File: src/rtl/dac_cmd_pkg.sv
package dac_cmd_pkg;

  localparam int CODE_W  = 14;
  localparam int CTRL_W  = 4;
  localparam int ADDR_W  = 4;
  localparam int PAD_W   = 2;
  localparam int WORD_W  = CTRL_W + ADDR_W + CODE_W + PAD_W;
  localparam int NCH     = 2;

  localparam logic [ADDR_W-1:0] ADDR_ALL = '1;

  typedef enum logic [CTRL_W-1:0] {
    OP_STAGE     = 4'h0,
    OP_PROMOTE   = 4'h1,
    OP_STAGE_ALL = 4'h2,
    OP_LOAD_GO   = 4'h3,
    OP_SLEEP     = 4'h4,
    OP_FAST      = 4'h5,
    OP_SLOW      = 4'h6,
    OP_NOP       = 4'hF
  } ctrl_e;

  typedef struct packed {
    logic [CTRL_W-1:0] ctrl;
    logic [ADDR_W-1:0] addr;
    logic [CODE_W-1:0] code;
    logic [PAD_W-1:0]  pad;
  } cmd_t;

  typedef struct packed {
    logic ld_stage;
    logic act_data;
    logic act_stage;
    logic wake;
    logic sleep;
    logic go_fast;
    logic go_slow;
  } chan_op_t;

endpackage

File: src/rtl/dac_cmd_split.sv
module dac_cmd_split
  import dac_cmd_pkg::*;
(
  input  logic                       vld,
  input  logic [WORD_W-1:0]          word,
  output chan_op_t [NCH-1:0]         ops,
  output logic [CODE_W-1:0]          code
);

  cmd_t             f;
  logic [NCH-1:0]   sel;
  logic             addr_ok;
  logic             unused_pad;

  assign f          = cmd_t'(word);
  assign code       = f.code;
  assign unused_pad = ^f.pad;

  always_comb begin
    for (int i = 0; i < NCH; i++) begin
      sel[i] = (f.addr == ADDR_W'(i)) || (f.addr == ADDR_ALL);
    end
    addr_ok = |sel;
  end

  always_comb begin
    ops = '0;
    if (vld && addr_ok) begin
      for (int i = 0; i < NCH; i++) begin
        case (f.ctrl)
          OP_STAGE: begin
            ops[i].ld_stage = sel[i];
          end
          OP_PROMOTE: begin
            ops[i].act_stage = sel[i];
            ops[i].wake      = sel[i];
          end
          OP_STAGE_ALL: begin
            ops[i].ld_stage  = sel[i];
            ops[i].act_data  = sel[i];
            ops[i].act_stage = !sel[i];
            ops[i].wake      = 1'b1;
          end
          OP_LOAD_GO: begin
            ops[i].ld_stage = sel[i];
            ops[i].act_data = sel[i];
            ops[i].wake     = sel[i];
          end
          OP_SLEEP: ops[i].sleep   = sel[i];
          OP_FAST:  ops[i].go_fast = sel[i];
          OP_SLOW:  ops[i].go_slow = sel[i];
          default:  ops[i] = '0;
        endcase
      end
    end
  end

endmodule

File: src/rtl/dac_chan_state.sv
module dac_chan_state
  import dac_cmd_pkg::*;
(
  input  logic               clk,
  input  logic               rst_n,
  input  logic               code_rst_n,
  input  chan_op_t           op,
  input  logic [CODE_W-1:0]  code_in,
  output logic [CODE_W-1:0]  active,
  output logic               pd,
  output logic               fast
);

  logic [CODE_W-1:0] stage_q, stage_d;
  logic [CODE_W-1:0] act_q, act_d;
  logic              pd_q, pd_d;
  logic              fast_q, fast_d;
  logic              stage_en, act_en, pd_en, fast_en;

  always_comb begin
    stage_en = op.ld_stage;
    stage_d  = code_in;
    act_en   = op.act_data | op.act_stage;
    act_d    = op.act_data ? code_in : stage_q;
    pd_en    = op.sleep | op.wake;
    pd_d     = op.sleep;
    fast_en  = op.go_fast | op.go_slow;
    fast_d   = op.go_fast;
  end

  always_ff @(posedge clk or negedge code_rst_n) begin
    if (!code_rst_n) begin
      stage_q <= '0;
      act_q   <= '0;
    end else begin
      if (stage_en) stage_q <= stage_d;
      if (act_en)   act_q   <= act_d;
    end
  end

  always_ff @(posedge clk or negedge rst_n) begin
    if (!rst_n) begin
      pd_q   <= 1'b0;
      fast_q <= 1'b0;
    end else begin
      if (pd_en)   pd_q   <= pd_d;
      if (fast_en) fast_q <= fast_d;
    end
  end

  assign active = act_q;
  assign pd     = pd_q;
  assign fast   = fast_q;

  AST_FRESH_CODE: assert property (@(posedge clk) disable iff (!code_rst_n)
    op.act_data |=> act_q == $past(code_in));

  AST_SLEEP_KEEPS_SPEED: assert property (@(posedge clk) disable iff (!rst_n)
    (op.sleep && !op.go_fast && !op.go_slow) |=> pd_q && $stable(fast_q));

endmodule

File: src/rtl/dac_por_hold.sv
module dac_por_hold #(
  parameter int POR_CYCLES = 38
) (
  input  logic clk,
  input  logic rst_n,
  output logic rst_sync_n,
  output logic busy
);

  localparam int              CNT_W    = $clog2(POR_CYCLES + 1);
  localparam logic [CNT_W-1:0] POR_LAST = CNT_W'(POR_CYCLES - 1);

  logic [1:0]       sync_q;
  logic [CNT_W-1:0] cnt_q, cnt_d;
  logic             busy_q, busy_d;
  logic             cnt_en;

  always_ff @(posedge clk or negedge rst_n) begin
    if (!rst_n) sync_q <= 2'b00;
    else        sync_q <= {sync_q[0], 1'b1};
  end

  assign rst_sync_n = sync_q[1];

  always_comb begin
    cnt_en = busy_q;
    cnt_d  = cnt_q + 1'b1;
    busy_d = (cnt_q != POR_LAST);
  end

  always_ff @(posedge clk or negedge rst_sync_n) begin
    if (!rst_sync_n) begin
      cnt_q  <= '0;
      busy_q <= 1'b1;
    end else if (cnt_en) begin
      cnt_q  <= cnt_d;
      busy_q <= busy_d;
    end
  end

  assign busy = busy_q;

  AST_POR_BOUNDED: assert property (@(posedge clk) disable iff (!rst_sync_n)
    busy_q |-> cnt_q <= POR_LAST);

endmodule

File: src/rtl/dac_cmd_decoder.sv
module dac_cmd_decoder
  import dac_cmd_pkg::*;
#(
  parameter int POR_CYCLES = 38
) (
  input  logic                 clk,
  input  logic                 rst_n,
  input  logic                 clr_n,
  input  logic                 cmd_vld,
  input  logic [WORD_W-1:0]    cmd_word,
  output logic [CODE_W-1:0]    code_a,
  output logic [CODE_W-1:0]    code_b,
  output logic                 pd_a,
  output logic                 pd_b,
  output logic                 fast_a,
  output logic                 fast_b,
  output logic                 zero_force
);

  logic                     rst_sync_n;
  logic                     por_busy;
  logic                     code_rst_n;
  chan_op_t [NCH-1:0]       ops;
  logic [CODE_W-1:0]        code_fld;
  logic [NCH-1:0][CODE_W-1:0] act;
  logic [NCH-1:0]           pdv;
  logic [NCH-1:0]           fastv;

  dac_por_hold #(.POR_CYCLES(POR_CYCLES)) u_por (
    .clk        (clk),
    .rst_n      (rst_n),
    .rst_sync_n (rst_sync_n),
    .busy       (por_busy)
  );

  assign code_rst_n = rst_sync_n & clr_n;

  dac_cmd_split u_split (
    .vld  (cmd_vld),
    .word (cmd_word),
    .ops  (ops),
    .code (code_fld)
  );

  for (genvar g = 0; g < NCH; g++) begin : g_ch
    dac_chan_state u_ch (
      .clk        (clk),
      .rst_n      (rst_sync_n),
      .code_rst_n (code_rst_n),
      .op         (ops[g]),
      .code_in    (code_fld),
      .active     (act[g]),
      .pd         (pdv[g]),
      .fast       (fastv[g])
    );
  end

  assign code_a     = act[0];
  assign code_b     = act[1];
  assign pd_a       = pdv[0];
  assign pd_b       = pdv[1];
  assign fast_a     = fastv[0];
  assign fast_b     = fastv[1];
  assign zero_force = por_busy | ~clr_n;

  AST_NO_STROBE_HOLD: assert property (@(posedge clk) disable iff (!code_rst_n)
    !cmd_vld |=> $stable(code_a) && $stable(code_b) && $stable(pd_a) && $stable(pd_b)
                 && $stable(fast_a) && $stable(fast_b));

  AST_BAD_ADDR_HOLD: assert property (@(posedge clk) disable iff (!code_rst_n)
    (cmd_vld && cmd_word[19:16] != 4'h0 && cmd_word[19:16] != 4'h1 && cmd_word[19:16] != 4'hF)
    |=> $stable(code_a) && $stable(code_b) && $stable(pd_a) && $stable(pd_b)
        && $stable(fast_a) && $stable(fast_b));

  AST_NOP_HOLD: assert property (@(posedge clk) disable iff (!code_rst_n)
    (cmd_vld && cmd_word[23:20] > 4'h6)
    |=> $stable(code_a) && $stable(code_b) && $stable(pd_a) && $stable(pd_b)
        && $stable(fast_a) && $stable(fast_b));

  AST_LOAD_GO_A: assert property (@(posedge clk) disable iff (!code_rst_n)
    (cmd_vld && cmd_word[23:20] == 4'h3 && (cmd_word[19:16] == 4'h0 || cmd_word[19:16] == 4'hF))
    |=> code_a == $past(cmd_word[15:2]) && !pd_a);

  AST_CLEAR_ZERO: assert property (@(posedge clk) disable iff (!rst_sync_n)
    !clr_n |-> code_a == '0 && code_b == '0 && zero_force);

endmodule

File: config.mk
export PLATFORM = sky130hd
export DESIGN_NAME = dac_cmd_decoder
export DESIGN_NICKNAME = d
export VERILOG_FILES = /design/src/rtl/dac_cmd_pkg.sv /design/src/rtl/dac_cmd_split.sv /design/src/rtl/dac_chan_state.sv /design/src/rtl/dac_por_hold.sv /design/src/rtl/dac_cmd_decoder.sv
export SDC_FILE = /design/constraint.sdc
export NUM_CORES = 1
export LEC_CHECK = 0
export CAP_MARGIN = 20
export CORE_ASPECT_RATIO = 0.5
export CORE_MARGIN = 5
export CORE_UTILIZATION = 55
export DETAILED_ROUTE_END_ITERATION = 16
export MAX_ROUTING_LAYER = met4
export PLACE_DENSITY = 0.93
export SKIP_CTS_REPAIR_TIMING = 1
export SLEW_MARGIN = 5
export SYNTH_ARGS = -nofsm -noshare
export SYNTH_HDL_FRONTEND = slang
export SYNTH_SLANG_ARGS = --single-unit
export TNS_END_PERCENT = 20
File: constraint.sdc
create_clock -name clk -period 5.25 [get_ports clk]
set_input_delay 1.05 -clock clk [delete_from_list [all_inputs] [get_ports clk]]
set_output_delay 1.05 -clock clk [all_outputs]
set_load 0.1 [all_outputs]
* Yosys cells after proc, flatten, opt, wreduce, memory -nomap -nowiden
Index checks and enable logic that the tools add are counted.
** Storage, ports and cells
- Input port bits :: 28
- Output and inout port bits :: 33
- Logic and storage cells :: 59
- Bits in registers :: 69
** Operators by class
- Equality and inequality tests :: 9
- Bitwise logic cells :: 9
- $add $sub $neg :: 1
- Reduce and logical (&&, ||, !) cells :: 11
- Muxes and demuxes :: 18
** Operators with widths (number)
- $mux 14 :: 3
- $eq 4x3->1 const B :: 3
- $mux 1 :: 11
- $eq 4x1->1 const B :: 2
- $eq 4x2->1 const B :: 2
- $logic_not 4->1 :: 2
- $pmux 1 s2 :: 4
- $or 1x1->1 :: 7
- $add 6x1->6 const B :: 1
- $ne 6x6->1 const B :: 1
- $reduce_or 2->1 :: 3
- $eq 4x4->1 const B :: 1
- $reduce_or 3->1 :: 1
- $logic_not 1->1 :: 2
- $logic_or 1x1->1 :: 2
- $and 1x1->1 :: 1
- $logic_and 1x1->1 :: 1
- $not 1->1 :: 1

* Longest topological paths before layout
Gate-level depths: netlist of run 1.
- Depth in word-level cells :: 6
- Gate-level depth with buffers :: 7
- Mapped depth without buffers :: 4

* By module
A second synthesis of run 1 with hierarchy kept.
** Unflattened totals
- Cell total of the unflattened synthesis :: 273
- Area, all modules :: 3199.3 µm²
** Modules (own cells, without submodules)
- dac_chan_state :: times used 2, seq. area each 750.7 µm², area each 1251.2 µm², cells each 96
- dac_por_hold :: times used 1, seq. area each 226.5 µm², area each 365.4 µm², cells each 28
- dac_cmd_split :: times used 1, seq. area each 0.0 µm², area each 319.1 µm², cells each 51
- dac_cmd_decoder :: times used 1, seq. area each 0.0 µm², area each 12.5 µm², cells each 2

* Worst setup path before layout of run 1
No wires, ideal clock.
- Kind :: input port to output port
- Start point :: input clr_n
- End point :: output zero_force
- Setup slack :: 2.516 ns
- Data arrival time :: 1.684 ns
- Required time :: 4.200 ns
- Buffers on the path :: 0
- Stages :: 1
- Cell sequence :: nand2_1
** On the way
- Word-level cells in the longest chain between the ends :: 2
** Ends and longest elaborated chain
- start: declaration :: line dac_cmd_decoder.sv:8 : input logic clr_n,
- $not 1->1 :: line dac_cmd_decoder.sv:64 : assign zero_force = por_busy | ~clr_n;
- $or 1x1->1 :: line dac_cmd_decoder.sv:64
- end: declaration :: line dac_cmd_decoder.sv:17 : output logic zero_force
No other way between the ends.

* Final worst setup path of run 1
Same ends and word-level chain as after synthesis.

==> impl_metrics.json, run 1 <==
{
  "syn_to_final_growth_pct": 29.7,
  "synth_area_sq_mm": 0.00309,
  "synth_nets": 252,
  "critPathArrivalTime_ps": 2670,
  "slew_violations": 0,
  "drive_gt1_frac": 0.330,
  "clk_pin_slew_worst_paths_ps": 50,
  "grt_pass1_vias": 2402,
  "track_usage": 0.233,
  "cts_tree": "yes",
  "hp-class": "reg -> async",
  "cp-start-kind": "primary input",
  "status": "completed",
  "firstDrtPassIters": 6,
  "crit_type": "in -> out",
  "critPathSlowestCell": "clkdlybuf4s50_1",
  "dpl.hpwl_um": 4840,
  "crit_top_cell": "clkdlybuf4s50_1",
  "required_ps": 4200,
  "drc": 0,
  "end_kind": "output pin",
  "fmax_mhz": 269,
  "row_count": 19,
  "final_common_cell": "dfrtp_1",
  "final_cell_mix": "68 x dfrtp_1, 67 x mux2_2, 58 x clkdlybuf4s50_1, 9 x clkbuf_16",
  "worstMarginPinSlew_ps": 1020,
  "postRouteAntennaNets": 0,
  "period_share": 0.709,
  "portBuffers": 58,
  "clock-root-buffer": "clkbuf_16",
  "relSlewSlack": 0.315,
  "post_synth_num_cell_types": 42,
  "fill_cells": 328,
  "slowest_delay_ps": 1130,
  "maxCapViolations": 0,
  "viasPerCell": 5.73,
  "hold_viol": 0,
  "synth-seq-cells": 69,
  "ios": 61,
  "fin_nets": 316,
  "cts_buffer_depth": 2,
  "core_area_sq_mm": 0.00547,
  "synth_edf_count": 0,
  "die_area_sq_mm": 0.00730,
  "wl_per_cell_um": 20.4,
  "fin_crit_ps": 3720,
  "grt_pass1_wl_um": 12700,
  "synth_async_sr_flop_share": 1.00,
  "globalplace.congestion": 0.831,
  "yosysWarnings": 0,
  "avgSynthCellArea_sq_um": 13.9,
  "yosys_most_used_dff": "dfrtp_1",
  "synth_cells": 222,
  "initial_utilization": 0.565,
  "dr_total_vias": 2086,
  "leakage_nw": 1.81,
  "drt_iter0_drc": 170,
  "path_cells": "clkdlybuf4s50_1 -> nand2_1 -> clkdlybuf4s50_1",
  "grt_max_degree": 57,
  "setup_tns_ps": 0,
  "ir_drop_v": 0.000286,
  "die_x_um": 116,
  "crit_path_max_fanout": 2,
  "clk_latency_ps": 330,
  "antenna_found_initial": 0,
  "cp_top_family": "buffers and inverters",
  "grt-ovfl-total": 0,
  "power_density_mw_per_mm2": 415,
  "setup_viol": 0,
  "worst-path-buf-inv": 2,
  "cts.sinks": 69,
  "yosysSeqAreaShare": 0.560,
  "die_height_um": 63.0,
  "final_util": 0.732,
  "rsz0062_at_grt": "no",
  "h-tree-depth": 3,
  "numCtsBuffers": 9,
  "antennaDiodeCount": 0,
  "drt-total-wl_um": 7420,
  "clock_skew_ps": 6.25
}
## cell usage after synthesis, types with 2 or more instances
master | count | area (sq um)
o21ai_0 | 7 | 35.0
dfrtp_1 | 68 | 1700
nor2_1 | 6 | 22.5
nand3b_1 | 2 | 15.0
xor2_1 | 2 | 17.5
o21ba_2 | 2 | 20.0
and2_1 | 9 | 56.3
nand2_1 | 5 | 18.8
clkbuf_1 | 2 | 7.51
mux2_2 | 67 | 754
buf_2 | 4 | 20.0
nand4_1 | 2 | 12.5
xnor2_1 | 3 | 26.3
a21oi_1 | 3 | 15.0
nand2b_1 | 2 | 12.5
a221o_1 | 8 | 80.1
ha_1 | 2 | 25.0
buf_6 | 2 | 22.5
inv_1 | 3 | 11.3
## registers in the layout (all words and copies together), names as in the netlist
| signal | cells |
|---|---|
| u_por.cnt_q | 6 |
| u_por.sync_q | 2 |
| g_ch.u_ch.active | 28 |
| g_ch.u_ch.fast | 2 |
| g_ch.u_ch.stage_q | 28 |
| g_ch.u_ch.pd | 2 |
| u_por.busy | 1 |
## per-stage QoR
step           setup WS (ps)  power, W  instance area [sq um]  hold WS [ps]  std cells
2_1_floorplan           2500  0.000989                   3090           139        222
5_1_grt                 1500   0.00173                   4000           236        364
3_5_place_dp            1520   0.00112                   3730           188        348
3_3_place_gp            1550   0.00110                   3730           176        348
6_report                1530   0.00166                   4000           182        364
4_1_cts                 1520   0.00167                   4000           197        364
## routing by layer
metal  up-vias  track usage  wire, um
met5         -            -         0
met4         0       0.0724       167
met3        17       0.0629       297
met2        56        0.395      4000
met1      1071        0.272      2960
li1        942            -         -
## cell type report
class                   count  area, sq um  share of cell area
clock buffers              11          243              0.0606
clock inverters             5         27.5             0.00688
inverters                   3         11.3             0.00281
multi-input cells         141         1290               0.323
flip-flops and latches     69         1730               0.432
well taps                  73         91.3              0.0228
repair buffers             62          611               0.153
## where the power goes
group / leakage (nW) / switching (W) / internal, W
sequential: 0.910 / 0.0000446 / 0.000606
combinational: 0.766 / 0.000315 / 0.000148
clock: 0.135 / 0.000218 / 0.000329
total: 1.81 / 0.000578 / 0.00108
## logic make-up after synthesis
kind of cell,synth area share
compound gates,0.0730
xor+xnor,0.0142
fa+ha+maj,0.00811
buf+inv,0.0223
flops,0.560
mux,0.248
other cells,0.00121
simple gates,0.0734
## worst reg2reg max path, cell delays in order (launching register included)
cell     delay (ps)
dfrtp_1         610
and2_2          220
buf_4           570
## final timing paths
kind / startpoint / endpoint / slack (ps) / cells past startpoint
hold reg to reg: u_por.sync_q[1] / u_por.cnt_q[1] / 180 / 0
hold / removal: u_por.sync_q[1] / u_por.cnt_q[1] / 180 / 0
setup reg to reg: u_por.sync_q[1] / g_ch[1].u_ch.active[11] / 3880 / 2
max in group asynchronous: clr_n / g_ch[1].u_ch.active[11] / 3380 / 3
setup / recovery: clr_n / zero_force / 1530 / 3
min in group clk: u_por.sync_q[0] / u_por.sync_q[1] / 360 / 0
Power figures use the tool's default switching activity.
==> run 2, diff against run 1 <==
Settings changed: CORE_UTILIZATION 55 to 46, PLACE_DENSITY 0.93 to 0.84.
Clock period 5.25 ns to 3.06 ns, I/O delays scaled along.
==> impl_metrics.json, run 2 (same netlist as run 1, synthesis figures left out) <==
{
  "h-tree-depth": 3,
  "dr_total_vias": 2028,
  "firstDrtPassIters": 4,
  "end_kind": "flop",
  "initial_utilization": 0.468,
  "hold_ws_ps": 182,
  "grt_pass1_vias": 2180,
  "portBuffers": 58,
  "leakage_nw": 1.90,
  "drt-total-wl_um": 6930,
  "clock_skew_ps": 6.60,
  "crit_type": "in -> reg",
  "numCtsBuffers": 9,
  "final_cell_mix": "68 x dfrtp_1, 67 x mux2_2, 38 x buf_4, 25 x clkdlybuf4s50_1, 9 x clkbuf_16",
  "maxCapViolations": 0,
  "die_x_um": 126,
  "cts_tree": "yes",
  "die_area_sq_mm": 0.00855,
  "grt_pass1_wl_um": 11100,
  "drc": 0,
  "drive_gt1_frac": 0.445,
  "fin_crit_ps": 2540,
  "fmax_mhz": 394,
  "globalplace.congestion": 0.801,
  "status": "completed",
  "clock-root-buffer": "clkbuf_16",
  "rsz0062_at_grt": "no",
  "final_util": 0.608,
  "relSlewSlack": 0.447,
  "antenna_found_initial": 0,
  "ios": 61,
  "clk_pin_slew_worst_paths_ps": 50,
  "slew_violations": 0,
  "track_usage": 0.173,
  "design_area_sq_mm": 0.00401,
  "fin_nets": 317,
  "required_ps": 3270,
  "drt_iter0_drc": 119,
  "setup_tns_ps": 0,
  "cts_buffer_depth": 2,
  "power_density_mw_per_mm2": 748,
  "multi_input_area_sq_mm": 0.00129,
  "hold_viol": 0,
  "power.total_w": 0.00300,
  "cp-start-kind": "primary input",
  "critPathArrivalTime_ps": 2740,
  "antennaDiodeCount": 0,
  "final_common_cell": "dfrtp_1",
  "die_height_um": 67.9,
  "clk_latency_ps": 330,
  "syn_to_final_growth_pct": 29.8,
  "viasPerCell": 5.28,
  "ir_drop_v": 0.000351,
  "fill_cells": 481,
  "worstMarginPinSlew_ps": 830,
  "grt_max_degree": 57,
  "crit_path_max_fanout": 14,
  "wl_per_cell_um": 18.0,
  "core_area_sq_mm": 0.00660,
  "setup_viol": 0,
  "hp-class": "reg -> async",
  "row_count": 21,
  "grt-ovfl-total": 0,
  "postRouteAntennaNets": 0,
  "dpl.hpwl_um": 4680,
  "seqCellArea_sq_mm": 0.00173,
  "place_area_sq_mm": 0.00368,
  "cts.sinks": 69,
  "period_share": 0.829
}
[run 2: worst max-delay path, stage by stage]
cell and delay, ps:
clkdlybuf4s50_1 500, and4_1 310, o21ai_2 290, or2_1 600, mux2_2 420
[run 2: final timing paths]
path,start,endpoint,slack (ps),depth (start not counted)
max,cmd_word[16],g_ch[0].u_ch.stage_q[4],520,5
max in group asynchronous,clr_n,g_ch[1].u_ch.active[5],1640,3
min,u_por.sync_q[1],u_por.cnt_q[1],180,0
min in group clk,u_por.sync_q[0],u_por.sync_q[1],350,0
min reg2reg,u_por.sync_q[1],u_por.cnt_q[1],180,0
max reg2reg,u_por.sync_q[1],g_ch[1].u_ch.active[5],1700,2
[run 2: cell type report]
type / count / area share
Clock buffer: 12 / 0.0640
Clock inverter: 4 / 0.0175
Tap cell: 92 / 0.0287
Timing Repair Buffer: 63 / 0.134
Inverter: 3 / 0.00281
Sequential cell: 69 / 0.431
Multi-Input combinational cell: 141 / 0.322
[run 2: stage by stage]
| stage | std cells | setup WS, ps |
|---|---|---|
| 3_5_place_dp | 368 | 203 |
| 2_1_floorplan | 222 | 737 |
| 3_3_place_gp | 368 | 273 |
| 6_report | 384 | 524 |
| 4_1_cts | 384 | 543 |
| 5_1_grt | 384 | 393 |
[run 2: layer usage]
layer,global-route usage,routed length [um]
met5,-,0
met1,0.186,2850
met2,0.312,3650
met4,0.0535,57
met3,0.0600,366
[run 2: power by group]
group | total [W] | internal [W] | switching [W]
sequential | 0.00111 | 0.00104 | 0.0000717
combinational | 0.000770 | 0.000234 | 0.000536
clock | 0.00112 | 0.000754 | 0.000362
total | 0.00300 | 0.00203 | 0.000969
